### src/rtl/sertx_pkg.sv
package sertx_pkg;
   typedef enum logic [1:0] {
      SH_IDLE   = 2'd0,
      SH_ARMED  = 2'd1,
      SH_ACTIVE = 2'd2
   } sh_state_e;
endpackage

### src/rtl/sertx_hold.sv
module sertx_hold #(
   parameter int DW = 32
) (
   input  logic          clk,
   input  logic          rst,
   input  logic          dma_en,
   input  logic          cpu_wr,
   input  logic          dma_wr,
   input  logic [DW-1:0] wdata,
   input  logic          take,
   output logic          full,
   output logic [DW-1:0] data
);
   logic accept;

   // source select: the DMA strobe owns the register in DMA mode
   assign accept = dma_en ? dma_wr : cpu_wr;

   always_ff @(posedge clk) begin
      if (rst) begin
         full <= 1'b0;
         data <= '0;
      end else if (take) begin
         full <= 1'b0;
      end else if (!full && accept) begin
         full <= 1'b1;
         data <= wdata;
      end
   end

   // a pending word is neither lost nor overwritten until taken
   a_r3_hold_stable: assert property (@(posedge clk) disable iff (rst)
      (full && !take) |=> (full && $stable(data)));
endmodule

### src/rtl/sertx_shifter.sv
module sertx_shifter
   import sertx_pkg::*;
#(
   parameter int DW      = 32,
   parameter int MIN_LEN = 3,
   localparam int LW     = $clog2(DW)
) (
   input  logic          clk,
   input  logic          rst,
   input  logic          bit_en,
   input  logic          frame_start,
   input  logic          ld,
   input  logic [DW-1:0] ld_word,
   input  logic [LW-1:0] ld_len,
   output logic          idle,
   output logic          active,
   output logic          txd
);
   localparam logic [LW-1:0] LEN_LO = LW'(MIN_LEN - 1);
   localparam logic [LW-1:0] LEN_HI = LW'(DW - 1);

   sh_state_e     st;
   logic [DW-1:0] word_q;
   logic [LW-1:0] len_q;
   logic [LW-1:0] idx;
   logic [LW-1:0] len_fix;

   always_comb begin
      if (ld_len < LEN_LO)      len_fix = LEN_LO;
      else if (ld_len > LEN_HI) len_fix = LEN_HI;
      else                      len_fix = ld_len;
   end

   always_ff @(posedge clk) begin
      if (rst) begin
         st     <= SH_IDLE;
         word_q <= '0;
         len_q  <= '0;
         idx    <= '0;
      end else begin
         case (st)
            SH_IDLE: if (ld) begin
               word_q <= ld_word;
               len_q  <= len_fix;
               st     <= SH_ARMED;
            end
            SH_ARMED: if (bit_en && frame_start) begin
               idx <= len_q;
               st  <= SH_ACTIVE;
            end
            SH_ACTIVE: if (bit_en) begin
               if (idx == '0) st  <= SH_IDLE;
               else           idx <= idx - 1'b1;
            end
            default: st <= SH_IDLE;
         endcase
      end
   end

   assign idle   = (st == SH_IDLE);
   assign active = (st == SH_ACTIVE);
   assign txd    = active ? word_q[idx] : 1'b0;

   // every strobe inside a word steps exactly one bit lower
   a_r6_step_down: assert property (@(posedge clk) disable iff (rst)
      (st == SH_ACTIVE && bit_en && idx != '0) |=>
      (st == SH_ACTIVE && idx == $past(idx) - 1'b1));
   // an armed word does not start without a qualified frame start
   a_r6_wait_frame: assert property (@(posedge clk) disable iff (rst)
      (st == SH_ARMED && !(bit_en && frame_start)) |=> (st == SH_ARMED));
   // captured length always lies inside the legal range
   a_r7_len_range: assert property (@(posedge clk) disable iff (rst)
      (st != SH_IDLE) |-> (len_q >= LEN_LO && len_q <= LEN_HI));
endmodule

### src/rtl/sertx_flags.sv
module sertx_flags (
   input  logic clk,
   input  logic rst,
   input  logic ld,
   input  logic dma_en,
   input  logic irq_mask,
   input  logic uf_set,
   input  logic uf_clr,
   output logic irq,
   output logic uf
);
   always_ff @(posedge clk) begin
      if (rst) begin
         irq <= 1'b0;
         uf  <= 1'b0;
      end else begin
         irq <= ld & ~dma_en & ~irq_mask;
         if (uf_set)      uf <= 1'b1;
         else if (uf_clr) uf <= 1'b0;
      end
   end

   // the flag is sticky without a clear
   a_r8_uf_sticky: assert property (@(posedge clk) disable iff (rst)
      (uf && !uf_clr) |=> uf);
   // the flag only rises after a set request
   a_r8_uf_cause: assert property (@(posedge clk) disable iff (rst)
      $rose(uf) |-> $past(uf_set));
endmodule

### src/rtl/sertx_chan.sv
module sertx_chan #(
   parameter int DW      = 32,
   parameter int MIN_LEN = 3,
   localparam int LW     = $clog2(DW)
) (
   input  logic          clk,
   input  logic          rst,
   input  logic          sclk_en,
   input  logic          frame_start,
   input  logic [LW-1:0] slen,
   input  logic          dma_en,
   input  logic          cpu_wr,
   input  logic          dma_wr,
   input  logic [DW-1:0] wdata,
   input  logic          irq_mask,
   input  logic          uf_clr,
   output logic          txd,
   output logic          tx_active,
   output logic          full,
   output logic          dma_req,
   output logic          tx_irq,
   output logic          underflow
);
   generate
      if (MIN_LEN < 2) begin : g_bad_min
         $error("sertx_chan: MIN_LEN must be at least 2");
      end
      if (DW < MIN_LEN || DW < 4) begin : g_bad_dw
         $error("sertx_chan: DW too small for MIN_LEN");
      end
   endgenerate

   logic          sh_idle;
   logic          ld;
   logic [DW-1:0] hold_data;

   assign ld      = full & sh_idle;
   assign dma_req = dma_en & ~full;

   sertx_hold #(.DW(DW)) u_hold (
      .clk(clk), .rst(rst), .dma_en(dma_en), .cpu_wr(cpu_wr),
      .dma_wr(dma_wr), .wdata(wdata), .take(ld),
      .full(full), .data(hold_data)
   );

   sertx_shifter #(.DW(DW), .MIN_LEN(MIN_LEN)) u_shift (
      .clk(clk), .rst(rst), .bit_en(sclk_en), .frame_start(frame_start),
      .ld(ld), .ld_word(hold_data), .ld_len(slen),
      .idle(sh_idle), .active(tx_active), .txd(txd)
   );

   sertx_flags u_flags (
      .clk(clk), .rst(rst), .ld(ld), .dma_en(dma_en), .irq_mask(irq_mask),
      .uf_set(sclk_en & frame_start & sh_idle & ~full),
      .uf_clr(uf_clr), .irq(tx_irq), .uf(underflow)
   );

   // a pulse follows a transfer, seen as full just dropping
   a_r5_irq_on_load: assert property (@(posedge clk) disable iff (rst)
      tx_irq |-> (!full && $past(full)));
   // no pulse when DMA mode or the mask was active
   a_r5_irq_quiet: assert property (@(posedge clk) disable iff (rst)
      tx_irq |-> (!$past(dma_en) && !$past(irq_mask)));
   // a full register and an empty shifter never persist together
   a_r4_auto_move: assert property (@(posedge clk) disable iff (rst)
      (full && sh_idle) |=> !full);
endmodule

### config.mk
export PLATFORM = sky130hd
export DESIGN_NAME = sertx_chan
export DESIGN_NICKNAME = d
export VERILOG_FILES = /design/src/rtl/sertx_pkg.sv /design/src/rtl/sertx_hold.sv /design/src/rtl/sertx_shifter.sv /design/src/rtl/sertx_flags.sv /design/src/rtl/sertx_chan.sv
export SDC_FILE = /design/constraint.sdc
export NUM_CORES = 1
export LEC_CHECK = 0
export BUFFER_PORTS_ARGS = -buffer_cell sky130_fd_sc_hd__buf_4
export CAP_MARGIN = 20
export CORE_ASPECT_RATIO = 0.5
export CORE_MARGIN = 2
export CORE_UTILIZATION = 61
export CTS_CLUSTER_DIAMETER = 60
export DETAILED_ROUTE_END_ITERATION = 7
export PLACE_DENSITY = 0.84
export REMOVE_ABC_BUFFERS = 1
export SETUP_SLACK_MARGIN = 0.02
export SYNTH_ARGS = -nofsm -noshare
export SYNTH_HDL_FRONTEND = slang
export SYNTH_HIERARCHICAL = 1
export SYNTH_SLANG_ARGS = --single-unit
### constraint.sdc
create_clock -name clk -period 7 [get_ports clk]
set_input_delay 2.1 -clock clk [delete_from_list [all_inputs] [get_ports clk]]
set_output_delay 2.1 -clock clk [all_outputs]
set_load 0.005 [all_outputs]
# Word-level counts from Yosys, hierarchy flattened
# Index checks and enable logic that the tools add are counted.
# word_totals
out_inout_bits	6
memories	0
latch_bits	0
input_bits	46
romBits	0
ff_bits	79
mem_bits_rw	0
word_cells	59
# classes
shifts	0
n_bitwise	11
mul	0
n_eq_ne	7
reduce_logical	12
add_sub_neg	1
order_cmp	3
div	0
n_mux	17
# ops
cell	count
$mux 5	5
$pmux 5 s2	1
$mux 2	4
$reduce_and 4->1	2
$and 1x1->1	7
$lt 5x6->1 const B	1
$ne 2x2->1 const B	3
$pmux 2 s3	1
$bmux 1 s5	1
$gt 5x5->1 const B	1
$logic_not 5->1	1
$lt 5x2->1 const B	1
$mux 1	5
$sub 5x1->5 const B	1
$ne 2x1->1 const B	2
$not 1->1	4
$reduce_and 2->1	2
$reduce_bool 2->1	2
$eq 2x1->1 const B	1
$eq 2x2->1 const B	1
$logic_and 1x1->1	2
$logic_not 2->1	1
$reduce_or 2->1	1
$logic_not 1->1	1

# Logic depth before layout (Yosys ltp)
# depth
ltp_word	4
depth_mapped	7
ltp_nobuf	6

# Hierarchy
# The synthesis kept the hierarchy.
# by_module_without_submodules
mod	n_inst	cells_each	seq_area_each_um2	area_each_um2
sertx_shifter	1	238	880.8	1998.2
sertx_hold	1	143	660.6	1490.2
sertx_flags	1	6	40.0	70.1
sertx_chan	1	3	0.0	26.3

# Worst setup path after synthesis
# Ideal clock, no wire load.
# synth_timing
kind	in2out
from	input dma_en
to	output dma_req
arrival_ps	2275
required_time_ps	4900
path_buffers	0
slack_ps	2625
cell_stages	1
path_cell_list	and2b_2
# synth_via
elab_chain_len	1
# synth_rtl
element	line_no	text
start: declaration	sertx_chan.sv:11	input logic dma_en,
$and 1x1->1	sertx_chan.sv:38	assign dma_req = dma_en & ~full;
end: declaration	sertx_chan.sv:20	output logic dma_req,
# Every way passes these cells.

# Final worst setup path
# Ends and elaborated chain as after synthesis.

==> results.md <==
* Outcome: completed
* Type of the most critical hold path: register to register
* Via/cell ratio at ~5.4
* Clock Root Buffer: clkbuf_16
* Critical path's most frequent cell: buf_4
* VDD IR max at 0.213 mV
* Max Root-Sink Buffers at 2
* Mean Syn Cell Area at 9.19 sq um
* Crit Path Max Fanout at 3
* Max Cap Viol at 0
* Ant diodes at 0
* Slew at the pin closest to its max-slew limit at roughly 0.86 ns
* Worst clock skew at 0.00454 ns
* Worst Setup Start Kind: input pin
* Tcrit/Tclk final at 0.661
* CTS clk-pin slew, worst paths at approximately 0.06 ns
* Top-Level Pins at 52
* Final wirelength at 7090 um
* Core area at between 5000 and 6000 sq um
* Final Util at 0.761
* Final min period at 4.63 ns
* Async set-reset flop share out of synthesis at 0
* Setup bufs post-CTS at 0
* ANT nets after route at 0
* Port Buf Inserts at 51
* Final Max Slew Viols at 0
* Slowest cell on the critical path: and2b_2
* GR Overflow Total at 0
* Die Wd at approximately 110 um
* R2R cell count at 6
* Area Growth Syn to Fin at 18.5%
* H-tree depth at 3
* Global-route wire length before repair at approximately 12,000 um
* DP Area at slightly below 4000 sq um
* WP data arrival at between 2 and 3 ns
* Pwr Total at roughly 1.1 mW
* Final instance area at approximately 4200 sq um
* Dpl cells at 488
* GPL Wtd Cong at roughly 0.9
* CP Data Required Time at slightly below 5 ns
* Hpwl dp at roughly 4600 um
* Final Hold Violating Endpoints at 0
* Pleak at between 1.5 and 2 nW
* CTS tree: done
* # setup viols final at 0
* Drt drc at 0
* Worst path max stage delay at between 0.15 and 0.2 ns
* Initial DRC count at ~200
* Setup TNS at 0 ns
* CTS Hold Bufs at 0
* F_max at around 220 MHz
* Number of enable flip-flop cells after synthesis at 0
* Cell count after synthesis at between 300 and 400
* Routed vias at between 2,000 and 3,000
* Seq/Total Area, Yosys at 0.441
* Clk sinks at 79
* Synth top area share at 0.441
* Crit path kind: input pin to output pin
* Primary FF master, synth: dfxtp_1
* # resized after CTS at 0
* Worst-Skew Late Latency at between 0.3 and 0.4 ns
* Post-Synthesis Cell Area at 3580 sq um
* Synth warn at 6
* Max-slew headroom at 0.423
* Share of cells above drive strength 1 at 0.181
* Top cells by area, synth: dfxtp_1 44%, nand2b_1 12%, mux2i_1 9.5%, nand2_1 7.6%, a21oi_1 5.7%
* GRT Util Overall at 0.238
* Synth Register Bits at between 70 and 80
* Hold path depth at 2
* Synth cell types at 45
* Num CTS Buffers at 9
* Largest net degree at the start of global routing at 112
* Top cell type by total area after synthesis: dfxtp_1
* Die area at approximately 6500 sq um
* Wire per inst at between 10 and 15 um
* Final std cells w/o fill at roughly 500
* Die Ht at a little under 60 um
* DR pass1 iterations at 4
* Fin nets at roughly 470
* Initial Utilization at 0.642
* CP cell instances: buf_4, and2b_2, buf_4
* Unrepaired setup endpoints after global routing: false
* Initial antenna violation count at 0
* Row Count at 19
* Power Density at approximately 260 nW/um^2
* CP endpoint kind: output pin
* Vias in the first global route at ~2,600
==> area by class of cell <==
| class | instances | area [sq um] |
|---|---|---|
| clock inverters | 5 | 81.3 |
| repair buffers | 53 | 418 |
| well taps | 73 | 91.3 |
| inverters | 7 | 26.3 |
| multi-input cells | 276 | 1810 |
| fillers | 376 | 1340 |
| flip-flops and latches | 79 | 1580 |
| clock buffers | 11 | 243 |
==> metal layers <==
layer | part of all wire | vias to the layer above | GRT usage
li1 | - | 1393 | -
met1 | 0.45 | 1267 | 0.288
met2 | 0.48 | 67 | 0.400
met3 | 0.058 | 8 | 0.0962
met4 | 0.0090 | 0 | 0.0679
met5 | 0 | - | 0
==> final timing paths <==
check / to / start / slack, ns
max reg2reg: u_shift/idx[0]$_SDFFE_PP0P_ / u_shift/idx[0]$_SDFFE_PP0P_ / 4.78
min reg2reg: u_shift/word_q[10]$_SDFFE_PP0P_ / u_shift/word_q[10]$_SDFFE_PP0P_ / 0.45
max: dma_req / dma_en / 2.37
min: u_shift/word_q[10]$_SDFFE_PP0P_ / u_shift/word_q[10]$_SDFFE_PP0P_ / 0.45
==> Yosys cell counts, types with 2 or more instances <==
master,n
buf_6,4
nand3_1,3
inv_1,6
clkbuf_1,20
a211oi_1,2
mux2i_1,34
nor2_1,9
o21ai_0,6
buf_8,3
mux2_2,2
dfxtp_1,79
mux4_1,5
and4b_1,2
nand2_1,73
nand2b_1,66
nor3_1,4
mux4_2,3
nor2b_1,2
a21oi_1,41
==> state kept, by name, summed over array words and instances (netlist names) <==
name            count
u_hold/data        32
u_shift/word_q     32
u_shift/idx         5
u_shift/len_q       5
u_shift/st          2
u_flags/irq         1
u_flags/uf          1
u_hold/full         1
==> worst max-delay path: cells and delay by family <==
family / cells / cell delay [ns]
and+or+nand+nor: 1 / 0.18
buffers and inverters: 2 / 0.25
==> cell usage in the layout (no fill, tap or decap), drive strengths merged, types with 2 or more instances in the layout <==
cell type | netlist | routed
nor3 | 5 | 5
clkinv | 1 | 3
a21oi | 41 | 41
mux2 | 2 | 2
and2b | 2 | 2
o21ai | 6 | 6
bufinv | 0 | 2
nor2b | 2 | 2
nor4b | 2 | 2
mux4 | 8 | 8
nand2b | 66 | 66
nand3 | 3 | 3
inv | 6 | 6
and4b | 2 | 2
nand2 | 73 | 73
nor2 | 9 | 9
a211oi | 2 | 2
buf | 8 | 53
mux2i | 34 | 34
clkbuf | 20 | 11
dfxtp | 79 | 79
and2 | 2 | 2
==> report_power, final <==
| group | switching (mW) | internal (mW) |
|---|---|---|
| Sequential | 0.0169 | 0.477 |
| Clock | 0.177 | 0.322 |
| Combinational | 0.0673 | 0.0643 |
| Total | 0.261 | 0.863 |
==> logic make-up (layout without fill, tap and decap cells) <==
family	count (synthesis)	after routing	synth area share
fa+ha+maj	1	1	0.00349
compound gates	59	59	0.0932
mux	44	44	0.157
buf+inv	35	76	0.0544
flops	79	79	0.441
simple gates	172	172	0.251
==> stage by stage <==
stage | hold slack [ns] | setup WS (ns)
after global placement | 0.441 | 2.37
final | 0.451 | 2.37
after global routing | 0.472 | 2.34
after floorplan | 0.425 | 2.62
after CTS | 0.454 | 2.37
after detailed placement | 0.446 | 2.37
(Power assumes the default switching activity.)
